===== src/rtl/smbst_pkg.sv =====
package smbst_pkg;

  localparam int unsigned DATA_W  = 8;
  localparam int unsigned NUM_SRC = 4;
  localparam int unsigned MAX_LAT = 15;

  // Index of each outcome source inside the flag vector (flag i sits at status bit i+1)
  typedef enum int unsigned {
    SRC_DONE    = 0,
    SRC_DEVERR  = 1,
    SRC_COLLIDE = 2,
    SRC_KILLED  = 3
  } src_e;

  // Sticky cell update: a set pulse always wins over a clear request
  function automatic logic sticky_next(input logic cur, input logic set, input logic clr);
    return set | (cur & ~clr);
  endfunction

  // Status byte layout: reserved zeros on top, four flags, busy at bit 0
  function automatic logic [DATA_W-1:0] pack_status(input logic [NUM_SRC-1:0] flags,
                                                     input logic busy);
    return {{(DATA_W-NUM_SRC-1){1'b0}}, flags, busy};
  endfunction

  // Interrupt combine: enable gated with any latched outcome
  function automatic logic irq_combine(input logic en, input logic [NUM_SRC-1:0] flags);
    return en & (|flags);
  endfunction

endpackage


===== src/rtl/smbst_flag_bank.sv =====
module smbst_flag_bank
  import smbst_pkg::*;
#(
  parameter int unsigned N = NUM_SRC
) (
  input  logic         clk,
  input  logic         rst_n,
  input  logic [N-1:0] set_ev,
  input  logic [N-1:0] clr_mask,
  output logic [N-1:0] flags
);

  for (genvar i = 0; i < N; i++) begin : g_cell
    logic flag_q;

    always_ff @(posedge clk or negedge rst_n) begin
      if (!rst_n) flag_q <= 1'b0;
      else        flag_q <= sticky_next(flag_q, set_ev[i], clr_mask[i]);
    end

    assign flags[i] = flag_q;

    AST_EVENT_SETS: assert property (@(posedge clk) disable iff (!rst_n)
      set_ev[i] |=> flags[i]);

    AST_NO_SPONTANEOUS_SET: assert property (@(posedge clk) disable iff (!rst_n)
      (!flags[i] && !set_ev[i]) |=> !flags[i]);

    AST_SET_BEATS_CLEAR: assert property (@(posedge clk) disable iff (!rst_n)
      (set_ev[i] && clr_mask[i]) |=> flags[i]);

    AST_W1C_CLEARS: assert property (@(posedge clk) disable iff (!rst_n)
      (flags[i] && clr_mask[i] && !set_ev[i]) |=> !flags[i]);

    AST_STICKY_HOLD: assert property (@(posedge clk) disable iff (!rst_n)
      (flags[i] && !clr_mask[i]) |=> flags[i]);
  end

endmodule


===== src/rtl/smbst_launch_timer.sv =====
module smbst_launch_timer
  import smbst_pkg::*;
#(
  parameter int unsigned LAT = 3
) (
  input  logic clk,
  input  logic rst_n,
  input  logic start_req,
  input  logic eng_active,
  input  logic end_evt,
  output logic launch,
  output logic pending,
  output logic busy
);

  localparam int unsigned CNT_W = (LAT < 2) ? 1 : $clog2(LAT + 1);

  logic accept;
  logic busy_q;
  logic pend_q;

  // A request is taken only when nothing is waiting, running or occupying the engine
  assign accept = start_req & ~busy_q & ~pend_q & ~eng_active;

  if (LAT == 0) begin : g_direct
    assign pend_q = 1'b0;
    assign launch = accept;
  end else begin : g_delayed
    logic [CNT_W-1:0] cnt_q;
    logic             pq;

    always_ff @(posedge clk or negedge rst_n) begin
      if (!rst_n) begin
        pq    <= 1'b0;
        cnt_q <= '0;
      end else if (accept) begin
        pq    <= 1'b1;
        cnt_q <= CNT_W'(LAT);
      end else if (pq) begin
        if (cnt_q == CNT_W'(1)) pq <= 1'b0;
        cnt_q <= cnt_q - CNT_W'(1);
      end
    end

    assign pend_q = pq;
    assign launch = pq & (cnt_q == CNT_W'(1));
  end

  always_ff @(posedge clk or negedge rst_n) begin
    if (!rst_n)       busy_q <= 1'b0;
    else if (launch)  busy_q <= 1'b1;
    else if (end_evt) busy_q <= 1'b0;
  end

  assign busy    = busy_q;
  assign pending = pend_q;

  AST_BUSY_NEEDS_LAUNCH: assert property (@(posedge clk) disable iff (!rst_n)
    $rose(busy_q) |-> $past(launch));

  AST_PEND_BUSY_EXCL: assert property (@(posedge clk) disable iff (!rst_n)
    !(pend_q && busy_q));

  AST_END_DROPS_BUSY: assert property (@(posedge clk) disable iff (!rst_n)
    (end_evt && !launch) |=> !busy_q);

  AST_BUSY_HOLDS_IDLE: assert property (@(posedge clk) disable iff (!rst_n)
    (busy_q && !end_evt) |=> busy_q);

endmodule


===== src/rtl/smbst_regport.sv =====
module smbst_regport
  import smbst_pkg::*;
#(
  parameter int unsigned ADDR_W   = 4,
  parameter int unsigned STAT_OFS = 0
) (
  input  logic [ADDR_W-1:0]  addr,
  input  logic               wr,
  input  logic [NUM_SRC-1:0] wflags,
  input  logic [DATA_W-1:0]  status,
  output logic [DATA_W-1:0]  rdata,
  output logic [NUM_SRC-1:0] clr_mask
);

  logic sel;

  assign sel      = (addr == ADDR_W'(STAT_OFS));
  assign clr_mask = (wr && sel) ? wflags : '0;
  assign rdata    = sel ? status : '0;

endmodule


===== src/rtl/smb_host_status.sv =====
module smb_host_status
  import smbst_pkg::*;
#(
  parameter int unsigned ADDR_W   = 4,
  parameter int unsigned STAT_OFS = 0,
  parameter int unsigned LAT      = 3
) (
  input  logic              clk,
  input  logic              rst_n,
  input  logic [ADDR_W-1:0] reg_addr,
  input  logic [7:0]        reg_wdata,
  input  logic              reg_wr,
  output logic [7:0]        reg_rdata,
  input  logic              ev_done,
  input  logic              ev_dev_err,
  input  logic              ev_collide,
  input  logic              ev_kill_fail,
  input  logic              start_req,
  input  logic              eng_active,
  input  logic              irq_en,
  output logic              eng_go,
  output logic              host_busy,
  output logic              irq
);

  logic [NUM_SRC-1:0] set_ev;
  logic [NUM_SRC-1:0] clr_mask;
  logic [NUM_SRC-1:0] flags;
  logic [DATA_W-1:0]  status;
  logic               end_evt;
  logic               launch;
  logic               pending;
  logic               busy;

  assign set_ev[SRC_DONE]    = ev_done;
  assign set_ev[SRC_DEVERR]  = ev_dev_err;
  assign set_ev[SRC_COLLIDE] = ev_collide;
  assign set_ev[SRC_KILLED]  = ev_kill_fail;
  assign end_evt             = |set_ev;

  smbst_flag_bank #(.N(NUM_SRC)) u_flags (
    .clk      (clk),
    .rst_n    (rst_n),
    .set_ev   (set_ev),
    .clr_mask (clr_mask),
    .flags    (flags)
  );

  smbst_launch_timer #(.LAT(LAT)) u_timer (
    .clk        (clk),
    .rst_n      (rst_n),
    .start_req  (start_req),
    .eng_active (eng_active),
    .end_evt    (end_evt),
    .launch     (launch),
    .pending    (pending),
    .busy       (busy)
  );

  assign status = pack_status(flags, busy);

  smbst_regport #(.ADDR_W(ADDR_W), .STAT_OFS(STAT_OFS)) u_port (
    .addr     (reg_addr),
    .wr       (reg_wr),
    .wflags   (reg_wdata[NUM_SRC:1]),
    .status   (status),
    .rdata    (reg_rdata),
    .clr_mask (clr_mask)
  );

  assign eng_go    = launch;
  assign host_busy = busy;
  assign irq       = irq_combine(irq_en, flags);

  AST_IRQ_NEEDS_ENABLE: assert property (@(posedge clk) disable iff (!rst_n)
    irq |-> irq_en);

  AST_RSVD_ZERO: assert property (@(posedge clk) disable iff (!rst_n)
    reg_rdata[7:5] == 3'b000);

  AST_OTHER_OFS_ZERO: assert property (@(posedge clk) disable iff (!rst_n)
    (reg_addr != ADDR_W'(STAT_OFS)) |-> (reg_rdata == 8'h00));

  AST_BUSY_BIT_VISIBLE: assert property (@(posedge clk) disable iff (!rst_n)
    (reg_addr == ADDR_W'(STAT_OFS)) |-> (reg_rdata[0] == host_busy));

  AST_RO_BITS_IGNORED: assert property (@(posedge clk) disable iff (!rst_n)
    (reg_wr && (reg_wdata[0] || (|reg_wdata[7:5])) && !launch && !end_evt)
      |=> (host_busy == $past(host_busy)));

  AST_GO_ONLY_IDLE: assert property (@(posedge clk) disable iff (!rst_n)
    eng_go |-> !host_busy);

  AST_PENDING_QUIET: assert property (@(posedge clk) disable iff (!rst_n)
    pending |-> !host_busy);

endmodule


===== config.mk =====
export PLATFORM = sky130hd
export DESIGN_NAME = smb_host_status
export DESIGN_NICKNAME = d
export VERILOG_FILES = /design/src/rtl/smbst_pkg.sv /design/src/rtl/smbst_flag_bank.sv /design/src/rtl/smbst_launch_timer.sv /design/src/rtl/smbst_regport.sv /design/src/rtl/smb_host_status.sv
export SDC_FILE = /design/constraint.sdc
export NUM_CORES = 1
export LEC_CHECK = 0
export BUFFER_PORTS_ARGS = -buffer_cell sky130_fd_sc_hd__buf_2
export CAP_MARGIN = 40
export CORE_AREA = 3 3 40 42
export CTS_BUF_LIST = sky130_fd_sc_hd__clkbuf_4 sky130_fd_sc_hd__clkbuf_8
export DETAILED_ROUTE_END_ITERATION = 10
export DIE_AREA = 0 0 43 45
export PLACE_DENSITY_LB_ADDON = 0.08
export SLEW_MARGIN = 0
export SYNTH_ARGS = -nofsm -noshare
export SYNTH_HDL_FRONTEND = slang
export SYNTH_HIERARCHICAL = 1
export SYNTH_SLANG_ARGS = --single-unit

===== constraint.sdc =====
create_clock -name clk -period 2.94 [get_ports clk]
set_input_delay 0.588 -clock clk [delete_from_list [all_inputs] [get_ports clk]]
set_output_delay 0.588 -clock clk [all_outputs]
set_load 0.02 [all_outputs]

==> flow_summary.ini <==
[global_routing]
grt.overflow.total = 0
top_usage_layer = met2
grt_max_degree = 13
grt_pass1_vias = 386
grt_antenna_before_repair = 0
grt_pass1_wl_um = 1570
grt_usage = 0.111
grt_util_met1 = 0.130
grtUsageMet3 = 0.0120
grtUsageMet2 = 0.177

[synth]
synthCells = 49
ys_types = 16
synth_area_sq_um = 478
ys_ff_latch = 8
syn_avg_cell_area_sq_um = 9.75
ys_seq_area_frac = 0.419
yosysWarnings = 6

[setup_path]
endpoint_kind = output pin
reg2reg_from = u_timer/g_delayed.cnt_q[0]$_DFFE_PN0P_
crit_type = primary input to output pin
regToRegSetupSlack_ps = 1920
r2r_end = u_timer/busy$_DFFE_PN0P_
critPathMaxFanout = 12
crit_chain = buf_2, nor4_2, buf_4, and2_1, buf_2
rr_worst_depth = 3
critPathTopFamily = buffers and inverters
slowest_delay_ps = 240
critPathSlowestCell = nor4_2
path_buf_inv = 3
startpoint_type = primary input
critPathMostFrequentCell = buf_2
required_ps = 2350
worstPathArrival_ps = 1400

[floorplan]
core_area_sq_um = 1280
die_area_sq_um = 1940
die_h_um = 45
rows = 13
fp.dieW_um = 43
start_util = 0.372
ios = 33

[placed_design]
place_area_sq_um = 599
gp_congestion = 0.656
pre_cts_ws_ps = 944
io_buffers = 25

[final_layout]
syn_to_final_growth_pct = 30.1
nNetsFinal = 100
stdcell_area_sq_um = 622
antenna_cells = 0
fillers = 141
drive_gt1_frac = 0.413

[power]
p_total_w = 0.000358
p_leak_nw = 0.340
powerDensity_nw_per_um2 = 576
peakVddDrop_uv = 394

[routing]
drc_errors = 0
avgRoutedWirePerCell_um = 10.1
via_per_inst = 4.53
first_pass_iters = 3
drt_iter0_drc = 1
vias = 408
antenna_left = 0
totalWireLength_um = 907

[timing]
rsz0062_at_grt = no
period_minus_slack_ps = 1990
skew_ps = 4.55
final.setup.tns_ps = 0
setup_violations = 0
period_share = 0.675
slew_viol_final = 0
max_freq_mhz = 504
hold_viol_final = 0
fin_ws_ps = 955

[clock_network]
clk_pin_slew_worst_paths_ps = 50
clk_latency_ps = 250
htreeDepth = 1
clockBufferDepth = 2
cts_tree = built
root_buffer = clkbuf_4
cts_sinks = 8
cts_buffers = 3
cts_hold_buf = 0
cts_resized = 0
post_cts_buffers = 0

[job]
maxCapViolations = 0

[hold_path]
hp-class = primary input to asynchronous set/reset pin

[outcome]
status = completed
-- per-stage QoR --
stage | hold WS (ps) | cells | util
2_1_floorplan | 292 | 51 | -
3_3_place_gp | 437 | 87 | 0.466
3_5_place_dp | 437 | 87 | 0.466
4_1_cts | 161 | 90 | 0.484
5_1_grt | 160 | 90 | 0.484
6_report | 170 | 90 | 0.484
-- layer usage --
layer | vias to the layer above | routed length (um)
li1 | 207 | -
met1 | 187 | 354
met2 | 12 | 477
met3 | 2 | 64
met4 | 0 | 10
met5 | - | 0
-- layout make-up --
class	instances	area [sq um]	area share
Clock buffer	3	22.5	0.0362
Multi-Input combinational cell	32	225	0.362
Timing Repair Buffer	26	133	0.213
Sequential cell	8	200	0.322
Tap cell	15	18.8	0.0302
Inverter	6	22.5	0.0362
-- flip-flops by register name, summed over array words and instances, names as in the netlist --
register / cells
u_flags/g_cell.flag_q: 4
u_timer/g_delayed.cnt_q: 2
u_timer/busy: 1
u_timer/pending: 1
-- worst max path at each step --
stage           startpoint           end  slack [ps]  cells after the start
2_1_floorplan  reg_addr[1]  reg_rdata[0]        1060                      3
3_3_place_gp   reg_addr[1]  reg_rdata[1]         950                      5
3_5_place_dp   reg_addr[1]  reg_rdata[0]         940                      5
4_1_cts        reg_addr[1]  reg_rdata[0]         940                      5
5_1_grt        reg_addr[1]  reg_rdata[0]         850                      5
6_report       reg_addr[1]  reg_rdata[4]         950                      5
-- cells in the final DEF (no fill, tap or decap), drive strengths merged, types with 2 or more instances in the layout --
| master | n |
|---|---|
| conb | 3 |
| dfrtp | 8 |
| and3 | 4 |
| clkbuf | 3 |
| a21o | 5 |
| buf | 26 |
| inv | 6 |
| mux2i | 2 |
| and2 | 10 |
-- power by group --
group          total [W]  internal (W)  switching, W
Combinational   0.000114     0.0000585     0.0000556
Clock          0.0000810     0.0000465     0.0000345
Sequential      0.000163      0.000138     0.0000248
-- logic make-up after synthesis --
logic type,after synthesis,share of synthesized area
fa+ha+maj,1,0.0262
flops,8,0.419
compound gates,8,0.123
other cells,1,0.00785
buf+inv,11,0.126
mux,2,0.0419
simple gates,18,0.257
-- cell usage after synthesis, drive strengths merged --
cell / count / area, sq um
mux2i: 2 / 20.0
inv: 6 / 22.5
buf: 5 / 37.5
ha: 1 / 12.5
a21oi: 1 / 5.00
or4: 1 / 7.51
and3: 4 / 25.0
o41a: 1 / 11.3
nor4: 1 / 12.5
nor2: 1 / 3.75
dfrtp: 8 / 200
o21ai: 1 / 5.00
conb: 1 / 3.75
and2: 10 / 62.6
a21o: 5 / 37.5
or3b: 1 / 11.3
No activity file was read; power rests on OpenSTA's default activity.
